--- src/rtl/cmp_irq_pkg.sv ---
`timescale 1ns/1ps
package cmp_irq_pkg;

  localparam int REG_W = 8;

  // register bit positions
  localparam int B_OFF  = 0;
  localparam int B_REF  = 1;
  localparam int B_FLAG = 2;
  localparam int B_IEN  = 3;
  localparam int B_CAP  = 4;
  localparam int B_MLO  = 5;
  localparam int B_MHI  = 6;
  localparam int B_CMP  = 7;

  typedef enum logic [1:0] {
    MODE_ANY  = 2'b00,
    MODE_RSVD = 2'b01,
    MODE_FALL = 2'b10,
    MODE_RISE = 2'b11
  } edge_mode_e;

  typedef struct packed {
    edge_mode_e mode;
    logic       cap_en;
    logic       irq_en;
    logic       ref_int;
    logic       off;
  } ctrl_t;

  // does a transition prev->cur match the selected mode
  function automatic logic mode_hit(edge_mode_e m, logic prev, logic cur);
    case (m)
      MODE_ANY:  mode_hit = prev ^ cur;
      MODE_FALL: mode_hit = prev & ~cur;
      MODE_RISE: mode_hit = ~prev & cur;
      default:   mode_hit = 1'b0;
    endcase
  endfunction

  function automatic logic [REG_W-1:0] pack_status(ctrl_t c, logic flag, logic cmp);
    logic [REG_W-1:0] r;
    r = '0;
    r[B_OFF]  = c.off;
    r[B_REF]  = c.ref_int;
    r[B_FLAG] = flag;
    r[B_IEN]  = c.irq_en;
    r[B_CAP]  = c.cap_en;
    r[B_MHI:B_MLO] = c.mode;
    r[B_CMP]  = cmp;
    return r;
  endfunction

endpackage

--- src/rtl/cmp_sync.sv ---
`timescale 1ns/1ps
module cmp_sync #(
  parameter int STAGES = 2
) (
  input  logic clk,
  input  logic rst_n,
  input  logic d_i,
  output logic q_o
);
  logic [STAGES-1:0] chain;

  always_ff @(posedge clk or negedge rst_n) begin
    if (!rst_n) chain[0] <= 1'b0;
    else        chain[0] <= d_i;
  end

  for (genvar i = 1; i < STAGES; i++) begin : g_stage
    always_ff @(posedge clk or negedge rst_n) begin
      if (!rst_n) chain[i] <= 1'b0;
      else        chain[i] <= chain[i-1];
    end
  end

  assign q_o = chain[STAGES-1];
endmodule

--- src/rtl/cmp_edge_det.sv ---
`timescale 1ns/1ps
module cmp_edge_det
  import cmp_irq_pkg::*;
(
  input  logic       clk,
  input  logic       rst_n,
  input  logic       sync_i,
  input  logic       active_i,
  input  logic       ref_int_i,
  input  edge_mode_e mode_i,
  output logic       blank_o,
  output logic       change_o,
  output logic       evt_o
);
  logic prev_q;
  logic active_q;
  logic ref_q;

  always_ff @(posedge clk or negedge rst_n) begin
    if (!rst_n) begin
      prev_q   <= 1'b0;
      active_q <= 1'b0;
      ref_q    <= 1'b0;
    end else begin
      prev_q   <= sync_i;
      active_q <= active_i;
      ref_q    <= ref_int_i;
    end
  end

  // first active cycle, or first cycle after a source switch
  assign blank_o  = active_i & (~active_q | (ref_int_i ^ ref_q));
  assign change_o = active_i & ~blank_o & (sync_i ^ prev_q);
  assign evt_o    = change_o & mode_hit(mode_i, prev_q, sync_i);
endmodule

--- src/rtl/cmp_ctrl_regs.sv ---
`timescale 1ns/1ps
module cmp_ctrl_regs
  import cmp_irq_pkg::*;
(
  input  logic             clk,
  input  logic             rst_n,
  input  logic             wr_en_i,
  input  logic [REG_W-2:0] wr_data_i,
  input  logic             evt_i,
  input  logic             ack_i,
  output ctrl_t            ctrl_o,
  output logic             flag_o
);
  logic clr;

  assign clr = ack_i | (wr_en_i & wr_data_i[B_FLAG]);

  always_ff @(posedge clk or negedge rst_n) begin
    if (!rst_n) begin
      ctrl_o <= '0;
    end else if (wr_en_i) begin
      ctrl_o.off     <= wr_data_i[B_OFF];
      ctrl_o.ref_int <= wr_data_i[B_REF];
      ctrl_o.irq_en  <= wr_data_i[B_IEN];
      ctrl_o.cap_en  <= wr_data_i[B_CAP];
      ctrl_o.mode    <= edge_mode_e'(wr_data_i[B_MHI:B_MLO]);
    end
  end

  // a new event wins over a clear in the same cycle
  always_ff @(posedge clk or negedge rst_n) begin
    if (!rst_n)     flag_o <= 1'b0;
    else if (evt_i) flag_o <= 1'b1;
    else if (clr)   flag_o <= 1'b0;
  end
endmodule

--- src/rtl/cmp_edge_irq.sv ---
`timescale 1ns/1ps
module cmp_edge_irq
  import cmp_irq_pkg::*;
#(
  parameter int SYNC_STAGES = 2
) (
  input  logic             clk,
  input  logic             rst_n,
  input  logic             cmp_raw_i,
  input  logic             ref_ready_i,
  input  logic             gie_i,
  input  logic             irq_ack_i,
  input  logic             wr_en_i,
  input  logic [REG_W-1:0] wr_data_i,
  output logic [REG_W-1:0] rd_data_o,
  output logic             cmp_on_o,
  output logic             ref_int_o,
  output logic             irq_o,
  output logic             cap_trig_o
);
  ctrl_t ctrl;
  logic  flag;
  logic  cmp_sync;
  logic  active_w;
  logic  blank_w;
  logic  change_w;
  logic  evt_w;
  logic  wr_unused;

  assign wr_unused = wr_data_i[B_CMP];

  cmp_sync #(.STAGES(SYNC_STAGES)) u_sync (
    .clk   (clk),
    .rst_n (rst_n),
    .d_i   (cmp_raw_i),
    .q_o   (cmp_sync)
  );

  assign active_w = ~ctrl.off & (~ctrl.ref_int | ref_ready_i);

  cmp_edge_det u_det (
    .clk       (clk),
    .rst_n     (rst_n),
    .sync_i    (cmp_sync),
    .active_i  (active_w),
    .ref_int_i (ctrl.ref_int),
    .mode_i    (ctrl.mode),
    .blank_o   (blank_w),
    .change_o  (change_w),
    .evt_o     (evt_w)
  );

  cmp_ctrl_regs u_regs (
    .clk       (clk),
    .rst_n     (rst_n),
    .wr_en_i   (wr_en_i),
    .wr_data_i (wr_data_i[REG_W-2:0]),
    .evt_i     (evt_w),
    .ack_i     (irq_ack_i),
    .ctrl_o    (ctrl),
    .flag_o    (flag)
  );

  assign rd_data_o  = pack_status(ctrl, flag, cmp_sync);
  assign cmp_on_o   = ~ctrl.off;
  assign ref_int_o  = ctrl.ref_int;
  assign irq_o      = flag & ctrl.irq_en & gie_i;
  assign cap_trig_o = change_w & ctrl.cap_en;
endmodule

--- config.mk ---
export PLATFORM = sky130hd
export DESIGN_NAME = cmp_edge_irq
export DESIGN_NICKNAME = d
export VERILOG_FILES = /design/src/rtl/cmp_irq_pkg.sv /design/src/rtl/cmp_sync.sv /design/src/rtl/cmp_edge_det.sv /design/src/rtl/cmp_ctrl_regs.sv /design/src/rtl/cmp_edge_irq.sv
export SDC_FILE = /design/constraint.sdc
export NUM_CORES = 1
export LEC_CHECK = 0
export ABC_AREA = 1
export BUFFER_PORTS_ARGS = -buffer_cell sky130_fd_sc_hd__buf_2
export CORE_MARGIN = 5
export CORE_UTILIZATION = 25
export CTS_CLUSTER_DIAMETER = 80
export DETAILED_ROUTE_END_ITERATION = 16
export PLACE_DENSITY_LB_ADDON = 0.3
export SYNTH_ARGS = -nofsm -noshare
export SYNTH_HDL_FRONTEND = slang
export SYNTH_SLANG_ARGS = --single-unit
--- constraint.sdc ---
create_clock -name clk -period 3.8 [get_ports clk]
set_input_delay 0.76 -clock clk [delete_from_list [all_inputs] [get_ports clk]]
set_output_delay 0.76 -clock clk [all_outputs]
set_load 0.02 [all_outputs]
Word level (Yosys, flattened, before mapping)
Cells that the tools add are included.
- mux-type cells: 3
- reduce and logical (&&, ||, !) cells: 2
- bitwise logic cells: 22
- eq/ne operators: 2
- operators with widths (cell ; count):
    bitwise AND 1 bit ; 11
    inverter 1 bit ; 6
    equality test 2 bit (second input constant) ; 2
    bitwise OR 1 bit ; 3
    case mux 1 bit (3 select lines) ; 1
    logical NOT 2 bit ; 1
    2-to-1 mux 1 bit ; 2
    nonzero test 2 bit ; 1
    XOR 1 bit ; 2
- input bits: 15
- register bits after elaboration: 12
- output and inout port bits: 12
- word-level logic and storage cells: 40

Depth between registers and ports, before layout
Gate-level depths: netlist (run 1).
- word-level depth: 9
- mapped depth: 7
- gate-level depth less buffers: 7

Cells and area by module
From an unflattened synthesis (run 1), not the netlist that was laid out.
- cells, all modules: 69
- area total of the unflattened synthesis: 590.6 sq um
- modules (own cells, without submodules) (module ; times used ; area each (sq um) ; seq. area each (sq um) ; cells each):
    cmp_ctrl_regs ; 1 ; 296.5 ; 175.2 ; 31
    cmp_edge_det ; 1 ; 186.4 ; 75.1 ; 25
    cmp_edge_irq ; 1 ; 57.6 ; 0.0 ; 11
    cmp_sync ; 1 ; 50.0 ; 50.0 ; 2

Worst setup path before layout (run 1)
Ideal clock, no wire load.
- kind: reg-to-output
- start point: reg u_sync.chain[1] (netlist: u_sync.q_o)
- end point: out cap_trig_o
- cell stages (with the launch flop): 6
- slack: 1.681 ns
- buffers on the path: 0
- arrival time: 1.359 ns
- cell sequence: dfrtp_1 > inv_1 > ha_1 > nor2_4 > nand3_2 > nor3_1
- cells in the longest elaborated chain, start to end: 3
- RTL lines (item ; line ; source):
    start: declaration ; cmp_sync.sv:10 ; logic [STAGES-1:0] chain;
    start signal: indexed assignment ; cmp_sync.sv:20 ; else chain[i] <= chain[i-1];
    XOR 1 bit ; cmp_edge_det.sv:33 ; assign change_o = active_i & ~blank_o & (sync_i ^ prev_q);
    bitwise AND 1 bit ; cmp_edge_det.sv:33 ;
    bitwise AND 1 bit ; cmp_edge_irq.sv:68 ; assign cap_trig_o = change_w & ctrl.cap_en;
    end: declaration ; cmp_edge_irq.sv:19 ; output logic cap_trig_o
No other way between the ends.

Final worst setup path (run 1)
Ends and elaborated chain as after synthesis.

==> impl_metrics.toml, run 1 <==
[route]
ant_nets = 0
routed_wl_mm = 1.11
wire_per_inst_um = 10.1
dr_wl_met2_um = 577
drt_iter0_drc = 12
vias_per_cell = 3.87
first_pass_iters = 4
top_layer = "met4"
drc_errors = 0
wl_met3_um = 58
wl_met1_um = 452
vias = 426

[synthesis]
avgSynthCellArea_sq_um = 9.38
postSynthCellCount = 58
yosys_most_used_dff = "dfrtp_1"
ys_ff_latch = 12
syn_area_sq_um = 544
ys_seq_area_share_pct = 55.2
syn-num-nets = 75
yosysTopAreaCell = "dfrtp_1"
synth_most_common_cell = "dfrtp_1"
synth_commonest_cells = "dfrtp_1, nand2_1, inv_1"
synth_top_area_share_pct = 55.2
async_flop_share_pct = 100
netlist-cell-type-count = 16
yosys_warnings = 0
synth_edf_count = 0
netlist_top_cells_area = "dfrtp_1, nand2_1, inv_1, o21ai_0, ha_1"

[floorplanning]
placementRows = 16
die_width_um = 56.7
coreArea_sq_mm = 0.00202
die_h_um = 56.7
initial_utilization_pct = 26.9
ios = 27
dieArea_sq_mm = 0.00321

[cts]
post_cts_buffers = 0
clk-insertion-delay-late_ns = 0.27
cts_tree = "built"
cts_hold_buf = 0
cts.clk_slew.worst_paths_ns = 0.08
cts-root-buf = "clkbuf_4"
htree_levels = 1
clock_sinks = 12
cts_resized = 0
numCtsBuffers = 3
clk_path_buf_depth = 2

[power_and_ir_drop]
p_sw_mw = 0.0835
switching_share_pct = 28.0
leakage_nw = 0.395
p_comb_share_pct = 17.7
p_total_mw = 0.298
powerDensity_mw_per_mm2 = 419
intPower_mw = 0.215
peakVddDrop_mv = 0.133
p_clk_share_pct = 34.2
pwr-share-seq_pct = 48.1

[sta]
hold_violations = 0
setup_violations = 0
fin_crit_ns = 2.32
post-route-period-util_pct = 61.1
max_slew_margin_pct = 81.7
rsz0062_at_grt = "false"
skew_ns = 0.000470
fin_hold_ws_ns = 0.354
drv_slew = 0
fmax_mhz = 431
tns_ns = 0
tightest_slew_ns = 0.274

[setup_path]
slowest_stage = "dfrtp_1"
cp.required_ns = 3.04
max_stage_delay_ns = 0.39
startpoint = "u_sync.q_o"
crit_type = "reg2out"
path_cells = "inv_1, ha_1, nor2_4, nand3_2, nor3_1, buf_2"
cp-endpoint = "cap_trig_o"
start_kind = "flip-flop"
r2r_end = "u_regs.flag_o"
cp.arrival_ns = 1.56
reg2reg_depth = 7
endpoint_kind = "output pin"
path_max_fanout = 4
r2r-start = "u_sync.q_o"
rrSetupSlack_ns = 2.58

[min_path]
hold_class = "in2async"

[placed_design]
hpwl_um = 923
routabilityCongestion = 0.637
port_buffers = 25

[layout]
nets = 101
final_util_pct = 35.2
area_growth_pct = 30.8
antenna_cells = 0
drive_gt1_share_pct = 41.0

[global_route]
grt_pass1_vias = 459
track_usage_pct = 7.91
grt_max_degree = 14
grt-ovfl-total = 0
antenna_found_initial = 0
grt_pass1_wl_mm = 1.97

[status]
status = "completed"

[run]
drv_cap = 0
[layer usage]
layer	vias to the layer above	GRT usage, %
met5	-	0
met4	0	5.08
met3	2	1.61
met2	11	12.7
met1	189	9.46
li1	224	-
[power groups by stage]
stage               Sequential, mW  Combinational, mW  Clock, mW
global route                 0.146             0.0602      0.111
global placement             0.146             0.0534          0
floorplan                    0.153             0.0271          0
CTS                          0.144             0.0544      0.105
detailed placement           0.146             0.0541          0
finish                       0.144             0.0527      0.102
[layout make-up]
type                    instances  area, sq um
repair buffers                 25          125
clock buffers                   4         36.3
well taps                      27         33.8
fillers                       223         1310
flip-flops and latches         12          300
multi-input cells              31          175
inverters                      11         41.3
[critical path: cells and delay by family (launching register included)]
family	cells	cell delay, ns
DFF	1	0.39
adders and majority gates	1	0.33
and+or+nand+nor	3	0.32
buffers and inverters	2	0.24
[sequential cells by signal (all words and copies together), names as in the netlist]
name            flops
u_regs.ctrl_o       6
u_det.active_q      1
u_det.prev_q        1
u_det.ref_q         1
u_regs.flag_o       1
u_sync.chain        1
u_sync.q_o          1
[worst min path at each step]
stage	endpoint	slack, ns
final	u_regs.ctrl_o[4]	0.35
after global routing	u_det.prev_q	0.38
after CTS	u_det.prev_q	0.36
after detailed placement	u_sync.q_o	0.34
after global placement	u_sync.q_o	0.34
after floorplan	u_sync.q_o	0.33
[cell usage in the layout, fill, tap and decap left out]
cell type | netlist | final
nor2_1 | 2 | 2
nand2_1 | 11 | 11
o21ai_2 | 1 | 1
inv_2 | 1 | 1
o21ai_0 | 6 | 6
nand2_2 | 1 | 1
nor3_1 | 1 | 1
clkbuf_4 | 0 | 3
nor2_4 | 1 | 1
nand3b_1 | 2 | 2
dfrtp_1 | 12 | 12
nand3_1 | 3 | 3
nand3_2 | 1 | 1
ha_1 | 2 | 2
clkbuf_8 | 0 | 1
inv_1 | 10 | 10
buf_2 | 1 | 25
[metrics by stage]
stage	cells	cell area, sq um	worst slack, ns
detailed placement	106	676	1.72
finish	110	712	1.48
global placement	106	676	1.73
global route	110	712	1.32
floorplan	58	544	1.68
CTS	110	712	1.42
[cell families after synthesis]
logic type	count (synthesis)	share of synthesized area, %
AO/OA/AOI/OAI	7	7.13
adder cells (fa/ha/maj)	2	4.60
buffers and inverters	15	12.6
flip-flops	12	55.2
AND/OR/NAND/NOR	22	20.5
Note: power is estimated with default switching activity, not from simulation.
==> run 2, diff against run 1 <==
Clock period 3.8 ns to 2.25 ns, I/O delays scaled along.
==> run 2 against run 1 <==
Cell count is the same. Global-route usage is 0.30 points higher. First-iteration DRC count fell by 58%. Largest power group unchanged. Highest routed layer unchanged.
==> impl_metrics.toml, run 2 (synthesis results as in run 1) <==
[sta]
post-route-period-util_pct = 88.9
rsz0062_at_grt = "false"
fin_crit_ns = 2.00
max_slew_margin_pct = 82.1
tns_ns = 0
drv_slew = 0
skew_ns = 0.00273
hold_violations = 0
setup_slack_ns = 0.249
fmax_mhz = 500
setup_violations = 0
tightest_slew_ns = 0.268

[floorplanning]
die_width_um = 56.7
placementRows = 16
initial_utilization_pct = 26.9
die_h_um = 56.7
coreArea_sq_mm = 0.00202
dieArea_sq_mm = 0.00321
ios = 27

[setup_path]
reg2reg_depth = 7
path_cells = "inv_1, ha_1, nor2_4, nand3_2, nor3_1, buf_2"
startpoint = "u_sync.q_o"
r2r_end = "u_regs.flag_o"
cp.required_ns = 1.80
start_kind = "flip-flop"
path_max_fanout = 4
endpoint_kind = "output pin"
rrSetupSlack_ns = 1.01
crit_type = "reg2out"
max_stage_delay_ns = 0.39
cp.arrival_ns = 1.55
slowest_stage = "dfrtp_1"
r2r-start = "u_sync.q_o"

[power_and_ir_drop]
leakage_nw = 0.395
peakVddDrop_mv = 0.238
powerDensity_mw_per_mm2 = 705
p_total_mw = 0.502

[route]
first_pass_iters = 2
vias = 443
vias_per_cell = 4.03
routed_wl_mm = 1.13
drt_iter0_drc = 5
ant_nets = 0
wire_per_inst_um = 10.3
drc_errors = 0

[placed_design]
place_ws_ns = 0.518
routabilityCongestion = 0.638
hpwl_um = 937
port_buffers = 25

[cts]
cts_resized = 0
cts.clk_slew.worst_paths_ns = 0.08
clk_path_buf_depth = 2
numCtsBuffers = 3
post_cts_buffers = 0
cts_tree = "built"
htree_levels = 1
cts-root-buf = "clkbuf_4"
clock_sinks = 12
cts_hold_buf = 0
clk-insertion-delay-late_ns = 0.27

[global_route]
use_met3_pct = 2.98
grt_pass1_vias = 445
grt_max_degree = 14
grt_use_met2_pct = 12.9
grt_pass1_wl_mm = 1.99
track_usage_pct = 8.21
grtUsageMet1_pct = 9.38
antenna_found_initial = 0
grt-ovfl-total = 0
busiest_layer = "met2"

[layout]
layout_common_cells = "buf_2, dfrtp_1, nand2_1"
drive_gt1_share_pct = 41.0
area_growth_pct = 30.8
nets = 101
largest_reg_flops = 6
largest-register = "u_regs.ctrl_o"
fill_cells = 234
final_common_cell = "buf_2"
antenna_cells = 0
final_util_pct = 35.2

[run]
drv_cap = 0

[status]
status = "completed"

[min_path]
hold_class = "in2async"
-- run 2: cell counts in the layout (fill, tap and decap cells not counted) --
No cell type changed its count.
-- run 2: worst max path at each step --
stage            endpoint  slack [ns]  depth (start not counted)
2_1_floorplan  cap_trig_o        0.44                          5
3_3_place_gp   cap_trig_o        0.52                          6
3_5_place_dp   cap_trig_o        0.52                          6
4_1_cts        cap_trig_o        0.21                          6
5_1_grt        cap_trig_o        0.10                          6
6_report       cap_trig_o        0.25                          6
-- run 2: worst max-delay path: cells and delay by family (launching register included) --
kind                     cells  cell delay, ns
buffers and inverters        2            0.25
AND/OR/NAND/NOR              3            0.32
adder cells (fa/ha/maj)      1            0.33
flip-flops                   1            0.39
-- run 2: through the flow --
stage | instances | area, sq um | hold WS (ns)
2_1_floorplan | 58 | 544 | 0.154
3_3_place_gp | 106 | 676 | 0.340
3_5_place_dp | 106 | 676 | 0.344
4_1_cts | 110 | 712 | 0.0451
5_1_grt | 110 | 712 | 0.0418
6_report | 110 | 712 | 0.0435
-- run 2: area by class of cell --
class	instances	area [sq um]	area share (%)
Sequential cell	12	300	42.2
Multi-Input combinational cell	31	175	24.6
Timing Repair Buffer	25	125	17.6
Inverter	11	41.3	5.80
Clock buffer	4	36.3	5.10
Tap cell	27	33.8	4.75
-- run 2: where the power goes --
part | internal [mW] | total [mW] | leakage [nW] | switching (mW)
clock network | 0.0982 | 0.170 | 0.0210 | 0.0719
logic | 0.0326 | 0.0892 | 0.229 | 0.0566
registers | 0.232 | 0.243 | 0.146 | 0.0108
total | 0.363 | 0.502 | 0.395 | 0.139
-- run 2: routing by layer --
metal / part of all wire, % / vias up / routed length (um)
met1: 40 / 206 / 448
met4: 1.2 / 0 / 14
met5: 0 / - / 0
li1: - / 226 / -
met2: 55 / 9 / 622
met3: 3.6 / 2 / 41
==> run 3, diff against run 2 <==
Settings changed: GPL_ROUTABILITY_DRIVEN set to 0.
Clock period 2.25 ns to 1.8 ns, I/O delays scaled along.
==> run 3 against run 2 <==
Utilization is 1.9 points higher. Cell count rose by 1.8%. Die area stayed put. Setup slack got worse by 0.19 ns. First-iteration DRC count stayed put. Via count is 1.8% higher. Sequential share of layout area decreased by 2.1 points. Critical endpoint unchanged. Largest cell class unchanged.
==> impl_metrics.toml, run 3 (synthesis results as in run 1) <==
[status]
status = "completed"

[placed_design]
dp_cells = 106
post_dp_cell_area_sq_um = 676
port_buffers = 25
hpwl_um = 902

[floorplanning]
coreArea_sq_mm = 0.00202
placementRows = 16
ios = 27
initial_utilization_pct = 26.9
die_h_um = 56.7
die_width_um = 56.7
dieArea_sq_mm = 0.00321

[cts]
numCtsBuffers = 3
cts.clk_slew.worst_paths_ns = 0.08
htree_levels = 1
cts_tree = "built"
clk_path_buf_depth = 2
clk-insertion-delay-late_ns = 0.28
cts-root-buf = "clkbuf_4"
clock_sinks = 12

[sta]
setup_violations = 0
drv_slew = 0
skew_ns = 0.00660
hold_violations = 0
fin_crit_ns = 1.74
post-route-period-util_pct = 96.5
max_slew_margin_pct = 82.2
rsz0062_at_grt = "true"
fmax_mhz = 576
tightest_slew_ns = 0.268

[global_route]
grt_max_degree = 14
grt_pass1_vias = 413
antenna_found_initial = 0
use_met3_pct = 3.21
grt_pass1_wl_mm = 1.88
grt_use_met2_pct = 13.4
track_usage_pct = 8.21
busiest_layer = "met2"
grt-ovfl-total = 0
grtUsageMet1_pct = 7.97

[power_and_ir_drop]
powerDensity_mw_per_mm2 = 854
peakVddDrop_mv = 0.295
leakage_nw = 0.404

[layout]
nets = 103
final_common_cell = "buf_2"
largest_reg_flops = 6
largest-register = "u_regs.ctrl_o"
fin_area_sq_um = 749
area_growth_pct = 37.7
final_util_pct = 37.1
fill_cells = 237
drive_gt1_share_pct = 44.7
layout_common_cells = "buf_2, dfrtp_1, nand2_1"
layout.cells.non_filler = 112
antenna_cells = 0

[setup_path]
path_max_fanout = 2
endpoint_kind = "output pin"
crit_type = "reg2out"
cp.required_ns = 1.44
cp.arrival_ns = 1.38
start_kind = "flip-flop"

[route]
wire_per_inst_um = 10.3
routed_wl_mm = 1.15
vias_per_cell = 4.03
drt_iter0_drc = 5
vias = 451
ant_nets = 0
first_pass_iters = 2
drc_errors = 0

[min_path]
hold_class = "in2reg"

[run]
drv_cap = 0
[run 3: area by class of cell]
class	instances	area [sq um]	area share [%]
multi-input cells	31	193	25.7
repair buffers	27	145	19.4
inverters	11	41.3	5.51
clock buffers	4	36.3	4.84
well taps	27	33.8	4.51
flip-flops and latches	12	300	40.1
[run 3: repair_timing]
item,in CTS,in global routing
pin swaps,0,0
gates resized for setup,3,1
setup buffers,1,0
hold buffers,1,0
hold endpoints to repair,12,0
setup endpoints to repair,1,1
[run 3: worst paths after layout]
| check | start | slack, ns | depth (start not counted) | to |
|---|---|---|---|---|
| hold reg to reg | u_sync.chain[0] | 0.37 | 0 | u_sync.q_o |
| min in group asynchronous | rst_n | 0.48 | 2 | u_sync.chain[0] |
| setup / recovery | u_sync.q_o | 0.06 | 6 | cap_trig_o |
| hold / removal | cmp_raw_i | 0.18 | 1 | u_sync.chain[0] |
| setup reg to reg | u_sync.q_o | 0.67 | 7 | u_regs.flag_o |
| max in group asynchronous | rst_n | 1.10 | 2 | u_sync.q_o |
[run 3: critical path: stages (launching register included)]
cell	delay, ns
dfrtp_1	0.39
inv_2	0.08
ha_4	0.21
nor2_4	0.10
nand3_2	0.07
nor3_2	0.10
buf_4	0.16
[run 3: per-layer routing]
layer | up-vias | wire (um)
met5 | - | 0
met3 | 4 | 55
met2 | 11 | 621
li1 | 230 | -
met4 | 0 | 34
met1 | 206 | 442
[run 3: metrics by stage]
stage          setup WS, ns  power [mW]  TNS (ns)  hold WS [ns]
2_1_floorplan        0.0811       0.380         0        0.0644
4_1_cts              0.0260       0.653         0         0.171
5_1_grt             -0.0451       0.680   -0.0451         0.164
3_5_place_dp          0.183       0.423         0         0.253
3_3_place_gp          0.189       0.422         0         0.252
6_report             0.0634       0.640         0         0.185
[run 3: power by group]
part / total [mW] / leakage [nW] / internal (mW) / switching, mW
logic: 0.121 / 0.238 / 0.0466 / 0.0743
registers: 0.303 / 0.146 / 0.290 / 0.0129
clock network: 0.216 / 0.0210 / 0.123 / 0.0927
